<file path="src/rtl/rdt_pkg.sv">
package rdt_pkg;

   typedef enum logic [1:0] {
      REQ_READ         = 2'd0,
      REQ_WRITE_ACK    = 2'd1,
      REQ_WRITE_POSTED = 2'd2,
      REQ_WRITE_STREAM = 2'd3
   } req_kind_e;

   // Requests that expect an answer and therefore hold a slot.
   function automatic logic kind_needs_reply(input req_kind_e k);
      return (k == REQ_READ) || (k == REQ_WRITE_ACK);
   endfunction

   function automatic logic kind_is_write(input req_kind_e k);
      return k != REQ_READ;
   endfunction

endpackage

</file>
<file path="src/rtl/rdt_tick.sv">
module rdt_tick #(
   parameter int TICK_W = 24
) (
   input  logic              clk_i,
   input  logic              rst_ni,
   output logic [TICK_W-1:0] tick_o
);

   always_ff @(posedge clk_i or negedge rst_ni) begin
      if (!rst_ni) tick_o <= '0;
      else         tick_o <= tick_o + 1'b1;
   end

endmodule

</file>
<file path="src/rtl/rdt_evt_cnt.sv">
module rdt_evt_cnt #(
   parameter int W        = 32,
   parameter bit SATURATE = 1'b0
) (
   input  logic         clk_i,
   input  logic         rst_ni,
   input  logic         inc_i,
   output logic [W-1:0] q_o
);

   localparam logic [W-1:0] TOP = '1;

   if (W < 2) begin : g_chk_w
      $error("rdt_evt_cnt: W must be at least 2");
   end

   if (SATURATE) begin : g_sat
      always_ff @(posedge clk_i or negedge rst_ni) begin
         if (!rst_ni)                 q_o <= '0;
         else if (inc_i && q_o != TOP) q_o <= q_o + 1'b1;
      end
   end else begin : g_wrap
      always_ff @(posedge clk_i or negedge rst_ni) begin
         if (!rst_ni)    q_o <= '0;
         else if (inc_i) q_o <= q_o + 1'b1;
      end
   end

   // R6 and R7 share this counter: every event below the top step adds one.
   a_r7_count_step: assert property (@(posedge clk_i) disable iff (!rst_ni)
      (inc_i && q_o != TOP) |=> q_o == $past(q_o) + 1'b1);

endmodule

</file>
<file path="src/rtl/rdt_slot_bank.sv">
module rdt_slot_bank #(
   parameter int TAG_W  = 4,
   parameter int TICK_W = 24
) (
   input  logic                    clk_i,
   input  logic                    rst_ni,
   input  logic [TICK_W-1:0]       tick_i,
   input  logic [TICK_W-1:0]       len_i,
   input  logic [(1<<TAG_W)-1:0]   set_i,
   input  logic                    set_wack_i,
   input  logic [(1<<TAG_W)-1:0]   rsp_clr_i,
   output logic [(1<<TAG_W)-1:0]   busy_o,
   output logic [(1<<TAG_W)-1:0]   wack_o,
   output logic [(1<<TAG_W)-1:0]   expire_o
);

   localparam int SLOTS = 1 << TAG_W;

   // One adder shared by every slot: the absolute deadline of a new issue.
   logic [TICK_W-1:0] due_new;
   assign due_new = tick_i + len_i;

   for (genvar g = 0; g < SLOTS; g++) begin : g_slot
      logic [TICK_W-1:0] due_q;
      logic              busy_q;
      logic              wack_q;
      logic              match;

      assign match       = busy_q && (due_q == tick_i);
      assign expire_o[g] = match && !rsp_clr_i[g];
      assign busy_o[g]   = busy_q;
      assign wack_o[g]   = wack_q;

      always_ff @(posedge clk_i or negedge rst_ni) begin
         if (!rst_ni) begin
            busy_q <= 1'b0;
            wack_q <= 1'b0;
            due_q  <= '0;
         end else if (set_i[g]) begin
            busy_q <= 1'b1;
            wack_q <= set_wack_i;
            due_q  <= due_new;
         end else if (rsp_clr_i[g] || match) begin
            busy_q <= 1'b0;
         end
      end

      a_r5_no_double_book: assert property (@(posedge clk_i) disable iff (!rst_ni)
         set_i[g] |-> !busy_q);

      a_r2_release_on_expiry: assert property (@(posedge clk_i) disable iff (!rst_ni)
         expire_o[g] |=> !busy_q);

      a_r3_clear_only_live: assert property (@(posedge clk_i) disable iff (!rst_ni)
         rsp_clr_i[g] |-> busy_q);
   end

   a_r3_single_clear: assert property (@(posedge clk_i) disable iff (!rst_ni)
      $onehot0(rsp_clr_i));

   a_r5_single_set: assert property (@(posedge clk_i) disable iff (!rst_ni)
      $onehot0(set_i));

endmodule

</file>
<file path="src/rtl/rsp_deadline_tracker.sv">
module rsp_deadline_tracker
   import rdt_pkg::*;
#(
   parameter int TAG_W        = 4,
   parameter int TICK_W       = 24,
   parameter int CNT_W        = 32,
   parameter bit CNT_SATURATE = 1'b0
) (
   input  logic                              clk_i,
   input  logic                              rst_ni,
   input  logic [TICK_W-1:0]                 cfg_timeout_i,
   input  logic                              wr_accept_i,
   input  logic                              iss_valid_i,
   input  logic [1:0]                        iss_kind_i,
   input  logic [TAG_W-1:0]                  iss_tag_i,
   output logic                              iss_stall_o,
   input  logic                              rsp_valid_i,
   input  logic [TAG_W-1:0]                  rsp_tag_i,
   output logic                              rsp_err_o,
   output logic [(1<<TAG_W)-1:0]             timeout_o,
   output logic [CNT_W-1:0]                  wr_init_cnt_o,
   output logic [CNT_W-1:0]                  wr_pkt_cnt_o,
   output logic [$clog2((1<<TAG_W)+1)-1:0]   pend_cnt_o
);

   localparam int SLOTS = 1 << TAG_W;
   localparam int PW    = $clog2(SLOTS + 1);

   if (TAG_W < 1 || TAG_W > 6) begin : g_chk_tag
      $error("rsp_deadline_tracker: TAG_W must lie in 1..6");
   end
   if (TICK_W < 4 || TICK_W > 32) begin : g_chk_tick
      $error("rsp_deadline_tracker: TICK_W must lie in 4..32");
   end
   if (CNT_W < 2) begin : g_chk_cnt
      $error("rsp_deadline_tracker: CNT_W must be at least 2");
   end

   req_kind_e         kind;
   logic              tracked;
   logic              accept;
   logic              rsp_known;
   logic [SLOTS-1:0]  set_vec;
   logic [SLOTS-1:0]  clr_vec;
   logic [SLOTS-1:0]  busy;
   logic [SLOTS-1:0]  wack;
   logic [SLOTS-1:0]  expire;
   logic [TICK_W-1:0] tick;
   logic [PW-1:0]     pend_dec;
   logic              pend_inc;
   logic [PW-1:0]     pend_q;
   logic              err_q;
   logic [SLOTS-1:0]  to_q;

   assign kind      = req_kind_e'(iss_kind_i);
   assign tracked   = kind_needs_reply(kind);
   assign accept    = iss_valid_i && !(tracked && busy[iss_tag_i]);
   assign set_vec   = (accept && tracked) ? (SLOTS'(1) << iss_tag_i) : '0;
   assign rsp_known = rsp_valid_i && busy[rsp_tag_i];
   assign clr_vec   = rsp_known ? (SLOTS'(1) << rsp_tag_i) : '0;
   assign pend_inc  = accept && (kind == REQ_WRITE_ACK);

   rdt_tick #(.TICK_W(TICK_W)) tick_i (
      .clk_i  (clk_i),
      .rst_ni (rst_ni),
      .tick_o (tick)
   );

   rdt_slot_bank #(.TAG_W(TAG_W), .TICK_W(TICK_W)) bank_i (
      .clk_i      (clk_i),
      .rst_ni     (rst_ni),
      .tick_i     (tick),
      .len_i      (cfg_timeout_i),
      .set_i      (set_vec),
      .set_wack_i (kind == REQ_WRITE_ACK),
      .rsp_clr_i  (clr_vec),
      .busy_o     (busy),
      .wack_o     (wack),
      .expire_o   (expire)
   );

   rdt_evt_cnt #(.W(CNT_W), .SATURATE(CNT_SATURATE)) init_cnt_i (
      .clk_i  (clk_i),
      .rst_ni (rst_ni),
      .inc_i  (wr_accept_i),
      .q_o    (wr_init_cnt_o)
   );

   rdt_evt_cnt #(.W(CNT_W), .SATURATE(CNT_SATURATE)) pkt_cnt_i (
      .clk_i  (clk_i),
      .rst_ni (rst_ni),
      .inc_i  (accept && kind_is_write(kind)),
      .q_o    (wr_pkt_cnt_o)
   );

   // Write-with-acknowledge completions this cycle: expiries plus one answer.
   always_comb begin
      pend_dec = '0;
      for (int i = 0; i < SLOTS; i++) begin
         if (expire[i] && wack[i]) pend_dec = pend_dec + 1'b1;
      end
      if (rsp_known && wack[rsp_tag_i]) pend_dec = pend_dec + 1'b1;
   end

   always_ff @(posedge clk_i or negedge rst_ni) begin
      if (!rst_ni) begin
         pend_q <= '0;
         err_q  <= 1'b0;
         to_q   <= '0;
      end else begin
         pend_q <= pend_q + PW'(pend_inc) - pend_dec;
         err_q  <= rsp_valid_i && !busy[rsp_tag_i];
         to_q   <= expire;
      end
   end

   assign pend_cnt_o  = pend_q;
   assign rsp_err_o   = err_q;
   assign timeout_o   = to_q;
   assign iss_stall_o = &busy;

   a_r3_answer_beats_deadline: assert property (@(posedge clk_i) disable iff (!rst_ni)
      rsp_known |=> !timeout_o[$past(rsp_tag_i)]);

   a_r4_err_needs_rsp: assert property (@(posedge clk_i) disable iff (!rst_ni)
      rsp_err_o |-> $past(rsp_valid_i));

   a_r8_pend_matches_slots: assert property (@(posedge clk_i) disable iff (!rst_ni)
      pend_cnt_o == PW'($countones(busy & wack)));

   a_r2_timeout_freed_slot: assert property (@(posedge clk_i) disable iff (!rst_ni)
      timeout_o != '0 |-> (timeout_o & busy & ~$past(set_vec)) == '0);

endmodule

</file>
<file path="config.mk">
export PLATFORM = sky130hd
export DESIGN_NAME = rsp_deadline_tracker
export DESIGN_NICKNAME = d
export VERILOG_FILES = /design/src/rtl/rdt_pkg.sv /design/src/rtl/rdt_tick.sv /design/src/rtl/rdt_evt_cnt.sv /design/src/rtl/rdt_slot_bank.sv /design/src/rtl/rsp_deadline_tracker.sv
export SDC_FILE = /design/constraint.sdc
export NUM_CORES = 1
export LEC_CHECK = 0
export BUFFER_PORTS_ARGS = -buffer_cell sky130_fd_sc_hd__buf_2
export CAP_MARGIN = 40
export CORE_MARGIN = 10
export CORE_UTILIZATION = 60
export DETAILED_ROUTE_END_ITERATION = 8
export GPL_TIMING_DRIVEN = 0
export PLACE_DENSITY = 0.78
export SLEW_MARGIN = 20
export SYNTH_ARGS = -nofsm -noshare
export SYNTH_HDL_FRONTEND = slang
export SYNTH_HIERARCHICAL = 1
export SYNTH_SLANG_ARGS = --single-unit
</file>
<file path="constraint.sdc">
create_clock -name clk_i -period 13.97 [get_ports clk_i]
set_input_delay 0.6985 -clock clk_i [delete_from_list [all_inputs] [get_ports clk_i]]
set_output_delay 0.6985 -clock clk_i [all_outputs]
set_load 0.005 [all_outputs]
</file>
# Word-level counts from Yosys, hierarchy flattened
# Index checks and enable logic that the tools add are counted.
# Widths: inputs -> output; s select.
[word_totals]
ff_bits = 526
inputBits = 39
output_inout_bits = 87
wordCells = 264
[classes]
add_sub_neg = 22
n_lt_le_gt_ge = 2
n_eq_ne = 17
shift = 2
muxes = 57
n_reduce_logical = 110
[ops]
columns = ["cell", "count"]
rows = [
  ["$eq 24x24->1", 16],
  ["$add 5x1->5 const B", 16],
  ["$mux 5", 16],
  ["$add 32x1->32 const B", 2],
  ["$logic_and 1x1->1", 56],
  ["$mux 1", 36],
  ["$reduce_bool 2->1", 17],
  ["$mux 16", 2],
  ["$shl 1x4->16 const A", 2],
  ["$add 24x1->24 const B", 1],
  ["$add 24x24->24", 1],
  ["$logic_not 1->1", 18],
  ["$logic_or 1x1->1", 17],
  ["$reduce_and 16->1", 1],
  ["$bmux 1 s4", 3],
  ["$lt 4x5->1 const B", 2],
  ["$add 5x1->5", 1],
  ["$sub 5x5->5", 1],
  ["$eq 2x1->1 const B", 1],
  ["$logic_not 2->1", 1],
]

# Logic depth before layout (Yosys ltp)
# Gate-level depths: netlist (run 1).
[depth]
ltp_word = 41
depth_mapped = 67
mapped_depth_nobuf = 66

# Cells and area by module
# The synthesis (run 1) kept the hierarchy.
[modules_own_cells]
columns = ["mod", "instances", "cells_per_inst", "area_per_inst_um2", "seq_area_each_um2"]
rows = [
  ["rdt_slot_bank", 1, 2237, 23445.0, 10410.0],
  ["rsp_deadline_tracker", 1, 382, 3308.2, 550.5],
  ["rdt_evt_cnt", 2, 123, 1448.9, 800.8],
  ["rdt_tick", 1, 83, 1021.0, 600.6],
]

# Worst setup path before layout (run 1)
# OpenSTA, ideal clock, no wires.
[synth_timing]
kind = "input to register"
start = "in rsp_tag_i[0]"
end = "reg pend_q[4] (netlist: pend_cnt_o[4])"
setup_ns = 0.125
arrival_ns = 11.923
required_time_ns = 13.845
slack_ns = 1.922
cell_stages = 66
path_buffers = 1
path_cell_list = "clkbuf_1 mux4_2 mux2i_1 nor2_1 nand2_1 or2_2 nor3_1 nor3b_1 and2_1 inv_1 ha_1 xnor2_1 ha_1 nand3_1 nand2_1 ha_1 mux2_2 ha_1 [30 not listed] nand3_1 a21bo_2 ha_1 mux2_2 ha_1 mux2i_1 ha_1 inv_1 fa_1 inv_1 a21o_1 a21oi_1 xnor2_1 xnor2_1 xnor2_1 xnor2_1 xnor2_1 xnor2_1"
[synth_between]
elab_chain_len = 41
elab_cells_between_ends = 90
classes_between = "add/sub: 17; shift: 1; mux: 22; reduce/logical: 50"
[synth_lines]
columns = ["item", "line", "rtl"]
rows = [
  ["start, declared", "rsp_deadline_tracker.sv:18", "input logic [TAG_W-1:0] rsp_tag_i,"],
  ["$bmux 1 s4", "rsp_deadline_tracker.sv:59", "assign rsp_known = rsp_valid_i && busy[rsp_tag_i];"],
  ["$mux 1 (not written as such)", "rsp_deadline_tracker.sv:59", ""],
  ["$logic_and 1x1->1", "rsp_deadline_tracker.sv:59", ""],
  ["$mux 16 (*)", "rsp_deadline_tracker.sv:60", "assign clr_vec = rsp_known ? (SLOTS'(1) << rsp_tag_i) : '0;"],
  ["net clr_vec[0]", "rsp_deadline_tracker.sv:44", "logic [SLOTS-1:0] clr_vec;"],
  ["$logic_not 1->1 (*)", "rdt_slot_bank.sv:30", "assign expire_o[g] = match && !rsp_clr_i[g];"],
  ["$logic_and 1x1->1 (*)", "rdt_slot_bank.sv:30", ""],
  ["net expire[0]", "rsp_deadline_tracker.sv:47", "logic [SLOTS-1:0] expire;"],
  ["[27 not listed]", "n/a", ""],
  ["$mux 5 (*)", "rsp_deadline_tracker.sv:100", "if (expire[i] && wack[i]) pend_dec = pend_dec + 1'b1;"],
  ["$add 5x1->5", "rsp_deadline_tracker.sv:100", ""],
  ["$mux 5 (*)", "rsp_deadline_tracker.sv:100", ""],
  ["$add 5x1->5", "rsp_deadline_tracker.sv:100", ""],
  ["$mux 5 (*)", "rsp_deadline_tracker.sv:100", ""],
  ["$add 5x1->5", "rsp_deadline_tracker.sv:102", "if (rsp_known && wack[rsp_tag_i]) pend_dec = pend_dec + 1'b1;"],
  ["$mux 5 (*)", "rsp_deadline_tracker.sv:102", ""],
  ["$sub 5x5->5 (*)", "rsp_deadline_tracker.sv:111", "pend_q <= pend_q + PW'(pend_inc) - pend_dec;"],
  ["end signal, assigned", "rsp_deadline_tracker.sv:111", ""],
  ["end, declared", "rsp_deadline_tracker.sv:51", "logic [PW-1:0] pend_q;"],
]
# Mark *: on every way through the listed nets, which the timed path passes. The rest lies on a longest branch. The select of a mux whose other input is x is not followed.
# A chain may end at the register's enable or synchronous reset.

# Worst setup path in the final report (run 1)
[layout_timing]
start = "reg tick_i.tick_o[5]"
end = "reg pend_q[4] (netlist: pend_cnt_o[4])"
[layout_between]
elab_chain_len = 38
elab_cells_between_ends = 98
classes_between = "add/sub: 17; eq/ne: 16; mux: 17; reduce/logical: 48"
[layout_lines]
columns = ["item", "line", "rtl"]
rows = [
  ["start, declared", "rdt_tick.sv:6", "output logic [TICK_W-1:0] tick_o"],
  ["start signal, assigned", "rdt_tick.sv:11", "else tick_o <= tick_o + 1'b1;"],
  ["$eq 24x24->1 (*)", "rdt_slot_bank.sv:29", "assign match = busy_q && (due_q == tick_i);"],
  ["$logic_and 1x1->1 (*)", "rdt_slot_bank.sv:29", ""],
  ["$logic_and 1x1->1 (*)", "rdt_slot_bank.sv:30", ""],
  ["net expire[0]", "rsp_deadline_tracker.sv:47", ""],
  ["$logic_and 1x1->1 (*)", "rsp_deadline_tracker.sv:100", ""],
  ["$mux 1 (*)", "rsp_deadline_tracker.sv:100", ""],
  ["$add 5x1->5", "rsp_deadline_tracker.sv:100", ""],
  ["$mux 5 (*)", "rsp_deadline_tracker.sv:100", ""],
  ["[23 not listed]", "n/a", ""],
  ["$mux 5 (*)", "rsp_deadline_tracker.sv:100", ""],
  ["$add 5x1->5", "rsp_deadline_tracker.sv:100", ""],
  ["$mux 5 (*)", "rsp_deadline_tracker.sv:100", ""],
  ["$add 5x1->5", "rsp_deadline_tracker.sv:100", ""],
  ["$mux 5 (*)", "rsp_deadline_tracker.sv:100", ""],
  ["$add 5x1->5", "rsp_deadline_tracker.sv:102", ""],
  ["$mux 5 (*)", "rsp_deadline_tracker.sv:102", ""],
  ["$sub 5x5->5 (*)", "rsp_deadline_tracker.sv:111", ""],
]
# Mark *: on every way through the listed nets, which the timed path passes. The rest lies on a longest branch.

==> results of run 1 <==
==> Yosys cell counts, drive strengths merged, types with 17 or more instances <==
| cell | number | area, um^2 |
|---|---|---|
| nand2 | 278 | 1050 |
| nor3b | 21 | 158 |
| mux2 | 230 | 2590 |
| o21ai | 34 | 170 |
| nor2 | 116 | 440 |
| and3 | 20 | 126 |
| or4 | 35 | 270 |
| mux2i | 23 | 230 |
| nor4 | 67 | 450 |
| a21o | 33 | 248 |
| clkinv | 17 | 63.8 |
| o31ai | 97 | 778 |
| a22oi | 17 | 128 |
| a31oi | 20 | 131 |
| ha | 50 | 626 |
| xor2 | 169 | 1500 |
| nand3b | 17 | 128 |
| nor3 | 61 | 327 |
| nand3 | 85 | 430 |
| clkbuf | 172 | 651 |
| xnor2 | 362 | 3270 |
| o311ai | 32 | 280 |
| buf | 75 | 465 |
| inv | 22 | 82.6 |
| nor2b | 21 | 131 |
| a21oi | 73 | 388 |
| dfrtp | 526 | 13200 |
| nand4 | 117 | 768 |
==> worst max-delay path: cells and delay by family (launching register included) <==
| family | cells | cell delay [ns] |
|---|---|---|
| compound gates | 10 | 1.64 |
| xor+xnor | 8 | 1.42 |
| fa+ha+maj | 17 | 5.32 |
| buf+inv | 6 | 0.92 |
| flops | 1 | 0.48 |
| mux | 3 | 0.64 |
| simple gates | 21 | 2.77 |
==> sequential cells by signal, summed over array words and instances (netlist names) <==
name                  cells
bank_i/g_slot.wack_q     16
bank_i/g_slot.due_q     384
pkt_cnt_i/q_o            32
tick_i/tick_o            24
bank_i/g_slot.busy_q     16
init_cnt_i/q_o           32
timeout_o                16
pend_cnt_o                5
rsp_err_o                 1
==> cell type report <==
cell class / instances / area share
multi-input combinational: 2135 / 0.470
sequential: 526 / 0.379
clock buffer: 87 / 0.0490
buffer: 247 / 0.0347
timing repair buffer: 167 / 0.0333
tap: 672 / 0.0242
clock inverter: 12 / 0.00515
inverter: 39 / 0.00422
==> worst max path at each step <==
| stage | start | to | slack (ns) | depth (start not counted) |
|---|---|---|---|---|
| 4_1_cts | tick_i/tick_o[5] | pend_cnt_o[4] | 0.01 | 65 |
| 2_1_floorplan | rsp_tag_i[0] | pend_cnt_o[4] | 1.92 | 66 |
| 6_report | tick_i/tick_o[5] | pend_cnt_o[4] | 0.67 | 65 |
| 3_5_place_dp | tick_i/tick_o[2] | pend_cnt_o[4] | -0.39 | 64 |
| 3_3_place_gp | tick_i/tick_o[12] | pend_cnt_o[4] | -0.53 | 65 |
| 5_1_grt | tick_i/tick_o[8] | pend_cnt_o[4] | -0.06 | 65 |
==> kinds of logic (layout without fill, tap and decap cells) <==
kind of cell	after synthesis	after routing	share of synthesized area
AO/OA/AOI/OAI	390	390	0.0935
XOR/XNOR	536	536	0.159
adder cells (fa/ha/maj)	52	52	0.0217
buffers and inverters	287	552	0.0415
flip-flops	526	526	0.429
multiplexers	266	266	0.102
AND/OR/NAND/NOR	891	891	0.153
==> repair_timing <==
item	in CTS	in global routing
pin swaps	0	0
hold buffers	1	0
endpoints found under the hold margin	42	0
gates resized for setup	15	58
endpoints found under the setup margin	1	1
==> per-layer routing <==
| metal | vias to the layer above | wire [um] |
|---|---|---|
| met2 | 1441 | 46300 |
| met3 | 320 | 11000 |
| met5 | - | 69 |
| met1 | 12500 | 39800 |
| met4 | 6 | 4960 |
| li1 | 10900 | - |
==> stage by stage <==
step	cell area (um^2)	utilization	power [uW]
finish	34700	0.689	4670
global route	34700	0.689	4860
CTS	34500	0.685	4640
floorplan	30700	-	2740
detailed placement	32600	0.647	3110
global placement	32100	0.638	3040
==> power by group through the flow <==
stage	clock [uW]	combinational (uW)	sequential, uW
after floorplan	0	712	2030
after global placement	0	980	2060
after detailed placement	0	1030	2080
after CTS	1550	1040	2060
after global routing	1610	1150	2100
final	1550	1060	2060
==> results.yml, run 1 <==
pwr:
  p_leak_uw: 0.0153
  clockPowerShare: 0.332
  pwr-share-comb: 0.227
  p_switching_uw: 1420
  p_int_uw: 3250
  p_sw_frac: 0.304
  vdd_ir_drop_max_mv: 0.0949
  powerDensity_nw_per_um2: 135
  seqPwrFrac: 0.441
final_layout:
  final_layout_size_suffix_gt1_frac: 0.209
  antenna_cells: 0
  final_cell_mix: "dfrtp_1 (526), xnor2_1 (347), nand2_1 (277), mux2_2 (229), xor2_1 (168)"
  multi_input_area_um2: 16300
  n_fill_cell: 3819
  area_growth_pct: 13.2
  regArea_um2: 13200
  final_common_cell: "dfrtp_1"
  instances_no_fill: 3885
  final_nets: 3263
hold_path:
  min_path_cells: 2
  worstHoldStart: "rsp_valid_i"
  whs_endpoint: "rsp_err_o"
  hold_path_class: "input pin to flip-flop"
global_routing:
  grt_pass1_vias: 25000
  grt_overflow: 0
  gr-usage-met2: 0.518
  grt_max_degree: 93
  grt_first_pass_wirelength_mm: 154
  antenna_found_initial: 2
  use_met3: 0.0819
  grt_util_met1: 0.430
  busiest_layer: "met2"
  grt_usage: 0.332
die:
  fp.dieW_um: 246
  rows: 82
  io_pins: 126
  dieArea_um2: 60600
  fp.dieH_um: 246
  core_um2: 50400
  initial_utilization: 0.609
timing:
  min_period_ns: 13.30
  min_period_over_period: 0.952
  whs_ns: 0.371
  worst_slack_ns: 0.673
  setup_viol: 0
  fin_skew_ns: 0.0203
  final-hold-violation-count: 0
  slew_headroom: 0.337
  finalSetupTns_ns: 0
  drv_slew: 0
  fmax_ghz: 0.0752
  worst_pin_slew_ns: 0.989
detailed_routing:
  ant_nets: 0
  drt-initial-drc-count: 2838
  wl_mm: 102
  avgViaCountPerCell: 6.49
  num_vias: 25200
  dr.pass1.iters: 6
  post_drt_wl_per_cell_um: 26.3
  drc: 0
placed_design:
  dp_cells: 3776
  gp_congestion: 1.01
  detailed_place_hpwl_mm: 77.4
  place_ws_ns: -0.387
  io_buffers: 123
clock_network:
  cts_tree: "built"
  cts_made_buffers: 56
  cts.path.max_buffers: 3
  postCtsSetupBuffers: 0
  clk_latency_ns: 0.64
  htree_levels: 2
  clkTransAtPathRegs_ns: 0.06
  clockRootBuffer: "clkbuf_16"
  clock-sinks: 526
synth:
  synth_edf_count: 0
  ys_seq_area_frac: 0.429
  syn_area_per_cell_um2: 10.4
  ys_ff_latch: 526
  syn-cell-area_um2: 30700
  ys.flop_type: "dfrtp_1"
  syn-instance-count: 2948
  syn-num-nets: 3039
  ys_types: 102
  async_reset_ff_frac: 1.00
  ys_warn_count: 6
critical_path:
  reg2reg_to: "pend_cnt_o[4]"
  worstPathArrival_ns: 13.80
  slowest_stage: "dfrtp_1"
  cp_max_fo: 10
  r2r_slack_ns: 0.67
  r2r_start: "tick_i/tick_o[5]"
  start_kind: "flip-flop"
  cp_data_required_time_ns: 14.48
  crit_path_end_kind: "flip-flop"
  cp_common_cell: "ha_1"
  critPathKind: "flip-flop to flip-flop"
  slowest_delay_ns: 0.48
  r2r_cells: 65
status:
  status: "finished, final reports clean"
job:
  maxCapViolations: 0
No activity file was read; power rests on OpenSTA's default activity.
==> inputs of run 2 (changes only) <==
ABC_AREA = 1   (was not set)
==> results.yml, run 2 <==
pwr:
  p_leak_uw: 0.0172
  vdd_ir_drop_max_mv: 0.0900
  pwr-share-comb: 0.203
  p_switching_uw: 1320
  p_int_uw: 3050
  seqPwrFrac: 0.456
  clockPowerShare: 0.341
  powerDensity_nw_per_um2: 128
  p_sw_frac: 0.302
critical_path:
  worstPathArrival_ns: 13.47
  cp_data_required_time_ns: 14.47
  slowest_delay_ns: 0.48
  r2r_start: "tick_i/tick_o[6]"
  cp_common_cell: "nand2_1"
  crit_path_end_kind: "flip-flop"
  reg2reg_to: "pend_cnt_o[4]"
  cp_max_fo: 10
  slowest_stage: "dfrtp_1"
  r2r_slack_ns: 1.00
  critPathKind: "flip-flop to flip-flop"
  start_kind: "flip-flop"
  r2r_cells: 74
clock_network:
  cts_tree: "built"
  cts_made_buffers: 56
  clockRootBuffer: "clkbuf_16"
  cts.path.max_buffers: 3
  htree_levels: 2
  clkTransAtPathRegs_ns: 0.06
  cts_hold_buf: 0
  post_cts_resized: 0
  postCtsSetupBuffers: 0
  clock-sinks: 526
  clk_latency_ns: 0.63
detailed_routing:
  post_drt_wl_per_cell_um: 18.1
  avgViaCountPerCell: 5.54
  wl_mm: 87.5
  drc: 0
  drt-initial-drc-count: 2787
  num_vias: 26800
  dr.pass1.iters: 6
  ant_nets: 0
die:
  dieArea_um2: 60100
  fp.dieH_um: 245
  fp.dieW_um: 245
  core_um2: 50200
  io_pins: 126
  rows: 82
  initial_utilization: 0.606
hold_path:
  hold_path_class: "input pin to async pin"
final_layout:
  final_cell_mix: "nand2_1 (1,314), dfrtp_1 (523), nand3_1 (339), xnor2_1 (337), inv_1 (299)"
  largest-register: "bank_i/g_slot.due_q"
  antenna_cells: 0
  final_util: 0.679
  largest_reg_flops: 384
  area_growth_pct: 12.0
  n_fill_cell: 4179
  final_nets: 4216
  final_common_cell: "nand2_1"
  final_layout_size_suffix_gt1_frac: 0.120
  reg_top3: "bank_i/g_slot.due_q: 384 flops, init_cnt_i/q_o: 32 flops, pkt_cnt_i/q_o: 32 flops"
  fin_area_um2: 34000
timing:
  final-hold-violation-count: 0
  worst_pin_slew_ns: 0.963
  fmax_ghz: 0.0771
  slew_headroom: 0.353
  rsz0062_at_grt: "false"
  setup_viol: 0
  min_period_ns: 12.97
  drv_slew: 0
  fin_skew_ns: 0.0277
  min_period_over_period: 0.928
synth:
  yosys.area.top_type_share: 0.433
  synth_area_leaders: "dfrtp_1 (43%), nand2_1 (16%), xnor2_1 (9.7%), nand3_1 (5.6%), inv_1 (3.7%)"
  ys_warn_count: 6
  ys.flop_type: "dfrtp_1"
  synth_edf_count: 0
  yosys.area_share.simple: 0.315
  synth_common_cells: "nand2_1 (1,316), dfrtp_1 (526), nand3_1 (342)"
  synth_compound_area_frac: 0.0407
  synth_xor_area_frac: 0.117
  syn_area_per_cell_um2: 7.73
  async_reset_ff_frac: 1.00
  synth_top_family_by_area: "simple AND/OR/NAND/NOR gates"
  ys_types: 42
  ys_ff_latch: 526
  syn-instance-count: 3934
  ys_seq_area_frac: 0.433
  synth_most_common_cell: "nand2_1"
  muxShareOfSynthArea: 0
  yosys.area.top_type: "dfrtp_1"
  syn-num-nets: 4025
  synth_adder_area_share: 0.0219
  syn-cell-area_um2: 30400
placed_design:
  dpl_cell_area_um2: 32100
  detailed_place_hpwl_mm: 66.4
  gp_congestion: 0.955
  io_buffers: 124
global_routing:
  antenna_found_initial: 0
  gr-usage-met2: 0.464
  grt_usage: 0.287
  grt_pass1_vias: 25500
  busiest_layer: "met2"
  use_met3: 0.0432
  grt_util_met1: 0.372
  grt_first_pass_wirelength_mm: 137
  grt_max_degree: 99
  grt_overflow: 0
job:
  maxCapViolations: 0
status:
  status: "finished, final reports clean"
## run 2: critical path, delay by kind of cell (launching register included)
family / cells / cell delay (ns)
adder cells (fa/ha/maj): 17 / 4.88
flip-flops: 1 / 0.48
AND/OR/NAND/NOR: 36 / 5.23
XOR/XNOR: 2 / 0.37
AO/OA/AOI/OAI: 5 / 0.59
buffers and inverters: 14 / 1.28
## run 2: worst max-delay path by stage
stage                                        from             to  slack [ns]  cells after the start
after floorplan                      rsp_tag_i[1]  pend_cnt_o[4]        1.39                     80
after global placement               rsp_tag_i[1]  pend_cnt_o[4]        0.15                     83
after detailed placement             rsp_tag_i[1]  pend_cnt_o[4]       -0.08                     83
after CTS                        tick_i/tick_o[2]  pend_cnt_o[4]        0.15                     75
after global routing      bank_i/g_slot[6].busy_q  pend_cnt_o[4]        0.02                     81
final                            tick_i/tick_o[6]  pend_cnt_o[4]        1.00                     74
## run 2: cell type report
cell class	count	area [um^2]	area share
multi-input cells	2885	15100	0.444
clock inverters	13	130	0.00382
repair buffers	134	833	0.0245
well taps	672	841	0.0247
clock buffers	89	1680	0.0492
inverters	321	1200	0.0354
flip-flops and latches	526	13200	0.387
plain buffers	201	1070	0.0315
## run 2: logic make-up after synthesis
| logic type | after synthesis |
|---|---|
| AOI/OAI and AO/OA | 232 |
| xor gates and xnor gates | 405 |
| adders and majority gates | 52 |
| buffers and inverters | 523 |
| DFF | 526 |
| and+or+nand+nor | 2196 |
## run 2: metrics by stage
step / total power (uW) / worst slack (ns) / hold WS (ns) / cells / TNS (ns)
2_1_floorplan: 2610 / 1.39 / 0.403 / 3934 / 0
3_3_place_gp: 2840 / 0.155 / 0.457 / 4730 / 0
3_5_place_dp: 2880 / -0.0833 / 0.460 / 4740 / -0.0833
4_1_cts: 4360 / 0.151 / 0.0851 / 4842 / 0
5_1_grt: 4580 / 0.0158 / 0.0992 / 4841 / 0
6_report: 4370 / 1.00 / 0.0753 / 4841 / 0
## run 2: power by group through the flow
stage               Clock (uW)  Combinational, uW  Sequential (uW)
detailed placement           0                868             2010
finish                    1490                885             1990
floorplan                    0                632             1970
global route              1550               1000             2020
CTS                       1490                875             1990
global placement             0                834             2000
## run 2: per-layer routing
layer	vias up	part of all wire	routed length, um
met3	231	0.076	6630
met5	-	0	0
met1	12800	0.41	35700
li1	12700	-	-
met2	1048	0.47	40900
met4	0	0.049	4300
